==> src/rtl/vcs_pkg.sv <==
package vcs_pkg;

  typedef enum logic [2:0] {
    ST_IDLE,
    ST_RDA,
    ST_RDB,
    ST_CHK,
    ST_SCK
  } vcs_state_t;

  localparam logic [2:0] CMP_EQ = 3'b001;
  localparam logic [2:0] CMP_LT = 3'b010;
  localparam logic [2:0] CMP_GT = 3'b100;

endpackage

==> src/rtl/vcs_msb_find.sv <==
module vcs_msb_find #(
  parameter int W    = 32,
  parameter int PW   = $clog2(W)
) (
  input  logic [W-1:0]  word,
  output logic [PW-1:0] pos,
  output logic          nonzero
);

  // Lowest index first, so the highest set bit wins.
  always_comb begin
    pos     = '0;
    nonzero = |word;
    for (int i = 0; i < W; i++) begin
      if (word[i]) pos = PW'(i);
    end
  end

endmodule

==> src/rtl/vcs_word_cmp.sv <==
module vcs_word_cmp #(
  parameter int W = 32
) (
  input  logic [W-1:0] a,
  input  logic [W-1:0] b,
  output logic         lt,
  output logic         gt
);

  assign lt = (a < b);
  assign gt = (a > b);

endmodule

==> src/rtl/vcs_addr_gen.sv <==
module vcs_addr_gen
  import vcs_pkg::*;
#(
  parameter int ADDR_W = 11,
  parameter int LEN_W  = 9
) (
  input  vcs_state_t        state,
  input  logic [LEN_W-1:0]  idx,
  input  logic [ADDR_W-1:0] a_base,
  input  logic [ADDR_W-1:0] b_base,
  input  logic [LEN_W-1:0]  a_len,
  input  logic [LEN_W-1:0]  b_len,
  input  logic              advance,
  output logic              mem_rd,
  output logic [ADDR_W-1:0] mem_addr
);

  logic [LEN_W-1:0] nidx;
  assign nidx = idx - 1'b1;

  always_comb begin
    mem_rd   = 1'b0;
    mem_addr = a_base;
    unique case (state)
      ST_RDA: begin
        mem_addr = a_base + ADDR_W'(idx);
        mem_rd   = (idx < a_len);
      end
      ST_RDB: begin
        mem_addr = b_base + ADDR_W'(idx);
        mem_rd   = (idx < b_len);
      end
      ST_CHK: begin
        mem_addr = a_base + ADDR_W'(nidx);
        mem_rd   = advance && (nidx < a_len);
      end
      ST_SCK: begin
        mem_addr = a_base + ADDR_W'(nidx);
        mem_rd   = advance;
      end
      default: begin
        mem_rd   = 1'b0;
        mem_addr = a_base;
      end
    endcase
  end

endmodule

==> src/rtl/vec_cmp_scan.sv <==
module vec_cmp_scan
  import vcs_pkg::*;
#(
  parameter int ADDR_W = 11,
  parameter int LEN_W  = 9,
  parameter int DATA_W = 32,
  parameter int STAT_W = 16
) (
  input  logic              clk,
  input  logic              rst,
  input  logic              start,
  input  logic              op_scan,
  input  logic              want_msb,
  input  logic [ADDR_W-1:0] a_base,
  input  logic [LEN_W-1:0]  a_len,
  input  logic [ADDR_W-1:0] b_base,
  input  logic [LEN_W-1:0]  b_len,
  output logic              mem_rd,
  output logic [ADDR_W-1:0] mem_addr,
  input  logic [DATA_W-1:0] mem_rdata,
  output logic              busy,
  output logic              done,
  output logic [2:0]        cmp_flags,
  output logic [STAT_W-1:0] msw_stat,
  output logic [STAT_W-1:0] rem_stat
);

  localparam int POS_W = $clog2(DATA_W);
  localparam int ZBIT  = STAT_W - 1;

  vcs_state_t        state_q;
  logic [LEN_W-1:0]  idx_q, alen_q, blen_q;
  logic [ADDR_W-1:0] abase_q, bbase_q;
  logic              scan_q, want_q;
  logic [DATA_W-1:0] worda_q;
  logic [2:0]        flags_q;
  logic [STAT_W-1:0] msw_q, rem_q;
  logic              done_q;

  logic              in_a, in_b, last, advance;
  logic              lt, gt, nonzero;
  logic [DATA_W-1:0] word_b;
  logic [POS_W-1:0]  pos;
  logic [LEN_W-1:0]  span;
  logic [STAT_W-1:0] found_stat, zero_stat, pos_stat;

  assign in_a   = (idx_q < alen_q);
  assign in_b   = (idx_q < blen_q);
  assign last   = (idx_q == '0);
  assign word_b = in_b ? mem_rdata : '0;
  assign span   = (a_len > b_len) ? a_len : b_len;

  vcs_word_cmp #(.W(DATA_W)) u_cmp (
    .a  (worda_q),
    .b  (word_b),
    .lt (lt),
    .gt (gt)
  );

  vcs_msb_find #(.W(DATA_W), .PW(POS_W)) u_msb (
    .word    (mem_rdata),
    .pos     (pos),
    .nonzero (nonzero)
  );

  always_comb begin
    unique case (state_q)
      ST_CHK:  advance = !lt && !gt && !last;
      ST_SCK:  advance = !nonzero && !last;
      default: advance = 1'b0;
    endcase
  end

  vcs_addr_gen #(.ADDR_W(ADDR_W), .LEN_W(LEN_W)) u_agen (
    .state    (state_q),
    .idx      (idx_q),
    .a_base   (abase_q),
    .b_base   (bbase_q),
    .a_len    (alen_q),
    .b_len    (blen_q),
    .advance  (advance),
    .mem_rd   (mem_rd),
    .mem_addr (mem_addr)
  );

  always_comb begin
    found_stat               = '0;
    found_stat[ADDR_W-1:0]   = abase_q + ADDR_W'(idx_q);
    zero_stat                = '0;
    zero_stat[ZBIT]          = 1'b1;
    pos_stat                 = '0;
    pos_stat[POS_W-1:0]      = pos;
  end

  always_ff @(posedge clk) begin
    if (rst) begin
      state_q <= ST_IDLE;
      idx_q   <= '0;
      alen_q  <= '0;
      blen_q  <= '0;
      abase_q <= '0;
      bbase_q <= '0;
      scan_q  <= 1'b0;
      want_q  <= 1'b0;
      worda_q <= '0;
      flags_q <= '0;
      msw_q   <= '0;
      rem_q   <= '0;
      done_q  <= 1'b0;
    end else begin
      done_q <= 1'b0;
      unique case (state_q)
        ST_IDLE: begin
          if (start) begin
            abase_q <= a_base;
            bbase_q <= b_base;
            alen_q  <= a_len;
            blen_q  <= b_len;
            scan_q  <= op_scan;
            want_q  <= want_msb;
            idx_q   <= op_scan ? (a_len - 1'b1) : (span - 1'b1);
            if (op_scan ? (a_len == '0) : (span == '0)) begin
              done_q <= 1'b1;
              if (op_scan) begin
                msw_q <= zero_stat;
                if (want_msb) rem_q <= zero_stat;
              end else begin
                flags_q <= CMP_EQ;
              end
            end else begin
              state_q <= ST_RDA;
            end
          end
        end
        ST_RDA: state_q <= scan_q ? ST_SCK : ST_RDB;
        ST_RDB: begin
          worda_q <= in_a ? mem_rdata : '0;
          state_q <= ST_CHK;
        end
        ST_CHK: begin
          if (advance) begin
            idx_q   <= idx_q - 1'b1;
            state_q <= ST_RDB;
          end else begin
            flags_q <= gt ? CMP_GT : (lt ? CMP_LT : CMP_EQ);
            done_q  <= 1'b1;
            state_q <= ST_IDLE;
          end
        end
        ST_SCK: begin
          if (advance) begin
            idx_q <= idx_q - 1'b1;
          end else begin
            done_q  <= 1'b1;
            state_q <= ST_IDLE;
            if (nonzero) begin
              msw_q <= found_stat;
              if (want_q) rem_q <= pos_stat;
            end else begin
              msw_q <= zero_stat;
              if (want_q) rem_q <= zero_stat;
            end
          end
        end
        default: state_q <= ST_IDLE;
      endcase
    end
  end

  assign busy      = (state_q != ST_IDLE);
  assign done      = done_q;
  assign cmp_flags = flags_q;
  assign msw_stat  = msw_q;
  assign rem_stat  = rem_q;

endmodule

==> config.mk <==
export PLATFORM = sky130hd
export DESIGN_NAME = vec_cmp_scan
export DESIGN_NICKNAME = d
export VERILOG_FILES = /design/src/rtl/vcs_pkg.sv /design/src/rtl/vcs_msb_find.sv /design/src/rtl/vcs_word_cmp.sv /design/src/rtl/vcs_addr_gen.sv /design/src/rtl/vec_cmp_scan.sv
export SDC_FILE = /design/constraint.sdc
export NUM_CORES = 1
export LEC_CHECK = 0
export BUFFER_PORTS_ARGS = -buffer_cell sky130_fd_sc_hd__buf_2
export CAP_MARGIN = 20
export CELL_PAD_IN_SITES_DETAIL_PLACEMENT = 0
export CELL_PAD_IN_SITES_GLOBAL_PLACEMENT = 1
export CORE_UTILIZATION = 35
export DETAILED_ROUTE_END_ITERATION = 6
export GPL_ROUTABILITY_DRIVEN = 0
export PLACE_DENSITY = 0.66
export RECOVER_POWER = 100
export SETUP_SLACK_MARGIN = 0.3
export SYNTH_ARGS = -nofsm -noshare
export SYNTH_HDL_FRONTEND = slang
export SYNTH_SLANG_ARGS = --single-unit
export TNS_END_PERCENT = 100
==> constraint.sdc <==
create_clock -name clk -period 6.7 [get_ports clk]
set_clock_uncertainty 0.2 [all_clocks]
set_input_delay 1.675 -clock clk [delete_from_list [all_inputs] [get_ports clk]]
set_output_delay 1.675 -clock clk [all_outputs]
set_load 0.01 [all_outputs]
==> impl_metrics.json <==
{
  "outcome": "finished, violations left",
  "violations": "capacitance limit, slew limit",
  "nNetsFinal": 1295,
  "synthToLayoutAreaGrowth_pct": 13.43,
  "io-pin-count": 126,
  "fin_crit_ps": 6178,
  "setup_viol": 0,
  "rsz0062_at_grt": "no",
  "initial_utilization": 0.3622,
  "clock-sinks": 108,
  "fmax_mhz": 161.9,
  "max_cap_viol_count": 2,
  "clock_latency_ps": 370,
  "critical_path.max_fanout": 33,
  "routed_wl_um": 24840,
  "reg2reg_depth": 13,
  "total_power_w": 0.002033,
  "peakVddDrop_mv": 0.1165,
  "setup_slack_ps": 522.4,
  "final_hold_viol_count": 0,
  "slew_headroom": -0.3326,
  "hold_buffers": 0,
  "synth_edf_count": 0,
  "tightest_slew_ps": 1999,
  "setup.worst_path.end_class": "primary output",
  "dp_slack_ps": 674.9,
  "htree_levels": 3,
  "cp-start-kind": "register",
  "clock_path_buffers": 2,
  "clk_pin_slew_ps": 70,
  "rows": 54,
  "hold_path_class": "register to register",
  "syn_area_per_cell_um2": 7.815,
  "yosysWarnings": 0,
  "via_count": 7632,
  "period_share": 0.9220,
  "cts_tree": "done",
  "netlist_area_mm2": 0.008003,
  "grt_pass1_vias": 7212,
  "grt_pass1_wl_um": 39220,
  "ant_nets": 0,
  "finalInstanceArea_mm2": 0.009077,
  "post_dp_cell_area_mm2": 0.008813,
  "die_h_um": 153.2,
  "die_x_um": 153.2,
  "path_class": "register to primary output",
  "hold_start": "msw_stat[15]",
  "r2r_setup_slack_ps": 2210,
  "diodes": 0,
  "wire_per_inst_um": 17.66,
  "slew_viol_final": 79,
  "firstDrtPassIters": 5,
  "fin_setup_tns_ps": 0,
  "grt_start_max_net_pins": 63,
  "synth-seq-area-share": 0.2702,
  "numPortBuffers": 111,
  "required_ps": 4830,
  "syn_inst": 1024,
  "leakage_nw": 3.897,
  "antenna_found_initial": 0,
  "power_density_mw_per_mm2": 224.0,
  "core-area_mm2": 0.02209,
  "crit_arrival_ps": 4300,
  "drt-initial-drc-count": 403,
  "via_per_inst": 5.428,
  "async_flop_share": 0,
  "track_usage": 0.2132,
  "synth-seq-cells": 108,
  "cts_made_buffers": 9,
  "clock-root-buffer": "clkbuf_16",
  "min_path_cells": 2,
  "drc": 0,
  "reg2reg_to": "idx_q[3]",
  "drive_above_1_share": 0.1075,
  "gr-total-overflow": 0,
  "synth_flop_cell": "dfxtp_1",
  "synth.distinct_cells": 70,
  "dp_hpwl_um": 19360,
  "reg2reg_from": "idx_q[7]",
  "hold_end": "msw_stat[15]",
  "timing.hold.ws_ps": 248.3,
  "dieArea_mm2": 0.02347
}
## metal layers
metal  vias to the layer above  track usage  part of all wire
met5                         -            0                 0
met4                         0      0.04089            0.0083
met3                        17      0.03799             0.044
met2                       172       0.3381              0.44
met1                      3568       0.3013              0.50
li1                       3875            -                 -
## worst max-delay path by stage
stage	startpoint	end	slack, ps	cells past startpoint
floorplan	idx_q[6]	mem_rd	1350	14
global placement	mem_rdata[31]	mem_rd	740	11
detailed placement	mem_rdata[31]	mem_rd	670	11
CTS	blen_q[3]	mem_rd	320	18
global route	blen_q[1]	mem_rd	180	18
finish	idx_q[7]	mem_rd	520	14
## per-stage QoR
step             util  instances
2_1_floorplan       -       1037
5_1_grt        0.4109       1406
6_report       0.4109       1406
3_5_place_dp   0.3989       1389
4_1_cts        0.4114       1405
3_3_place_gp   0.3989       1389
## layout make-up
type,count,area (um2)
fill,2378,13020
tap,280,350.3
timing repair buffer,126,624.3
sequential,108,2163
clock inverter,5,42.54
inverter,54,202.7
multi-input combinational,822,5461
clock buffer,11,232.7
## where the power goes
group | total [W] | internal (W) | switching, W
combinational | 0.000791 | 0.000306 | 0.000485
sequential | 0.000716 | 0.000678 | 0.0000377
clock | 0.000526 | 0.000259 | 0.000268
## logic make-up (layout without fill, tap and decap cells)
logic type               Yosys count  after routing  share of synthesized area
other                              1             14                  0.0004686
AO/OA/AOI/OAI                    297            297                     0.2505
XOR/XNOR                          41             41                    0.04487
AND/OR/NAND/NOR                  363            363                     0.2079
buffers and inverters            107            196                    0.05879
adder cells (fa/ha/maj)           97             97                     0.1545
flip-flops                       108            108                     0.2702
multiplexers                      10             10                    0.01282
## what timing repair did
action                                  in CTS  in global routing
hold endpoints to repair                     0                  0
buffers inserted                             0                  1
gates resized for setup                      0                 10
endpoints found under the setup margin       0                  1
## cells in the mapped netlist, drive strengths merged (4+ instances only)
library cell / count / area share
o31ai: 6 / 0.0056
a32o: 7 / 0.0088
ha: 94 / 0.15
o21ai: 40 / 0.025
a2111oi: 4 / 0.0044
nand2b: 11 / 0.0086
or4: 4 / 0.0038
a22oi: 6 / 0.0056
buf: 16 / 0.016
and3: 4 / 0.0031
o21bai: 5 / 0.0047
xor2: 11 / 0.012
xnor2: 30 / 0.033
nand4: 10 / 0.0078
o32ai: 8 / 0.0088
or2: 4 / 0.0031
o211ai: 13 / 0.012
a21oi: 102 / 0.064
dfxtp: 108 / 0.27
nor2b: 9 / 0.0070
a211oi: 11 / 0.010
nor3: 27 / 0.017
nand3: 22 / 0.014
nor2: 60 / 0.028
o21a: 9 / 0.0084
a21boi: 4 / 0.0038
inv: 53 / 0.025
a21o: 11 / 0.010
a22o: 33 / 0.036
nor4: 20 / 0.018
a311oi: 4 / 0.0044
o211a: 5 / 0.0063
clkbuf: 37 / 0.018
mux2i: 8 / 0.010
and2: 6 / 0.0047
nand2: 175 / 0.082
## registers in the layout, indices dropped and copies added (netlist names), 3 cells and up
name,cells
abase_q,11
alen_q,9
bbase_q,11
blen_q,9
cmp_flags,3
idx_q,9
msw_stat,12
rem_stat,6
state_q,3
worda_q,32
## cell usage in the layout (no fill, tap or decap), drive strengths merged, types with 4 or more instances in the layout
master / synthesis / final
dfxtp: 108 / 108
a21o: 11 / 11
clkbuf: 37 / 50
or2: 4 / 4
a2111oi: 4 / 4
a21oi: 102 / 102
buf: 16 / 87
a311oi: 4 / 4
a22o: 33 / 33
conb: 1 / 14
and3: 4 / 4
nand4: 10 / 10
o21bai: 5 / 5
and2: 6 / 6
o21a: 9 / 9
a32o: 7 / 7
a21boi: 4 / 4
nand2b: 11 / 11
nor3: 27 / 27
or4: 4 / 4
nor2: 60 / 60
nor2b: 9 / 9
inv: 53 / 56
o211ai: 13 / 13
nor4: 20 / 20
o32ai: 8 / 8
mux2i: 8 / 8
ha: 94 / 94
nand2: 175 / 175
a211oi: 11 / 11
o21ai: 40 / 40
o211a: 5 / 5
xnor2: 30 / 30
a22oi: 6 / 6
nand3: 22 / 22
xor2: 11 / 11
o31ai: 6 / 6
## worst max-delay path, cell delays in order, from the launching register on
cell and delay, ps:
dfxtp_1 610, ha_1 320, o21a_1 170, o21ai_0 290
buf_12 240, nand2_1 80, ha_1 310, nand4_1 220
nor4_4 400, inv_1 100, o211ai_1 280, o21ai_0 180
a311oi_1 370, a2111o_1 180, clkbuf_1 170
(Power assumes the default switching activity.)
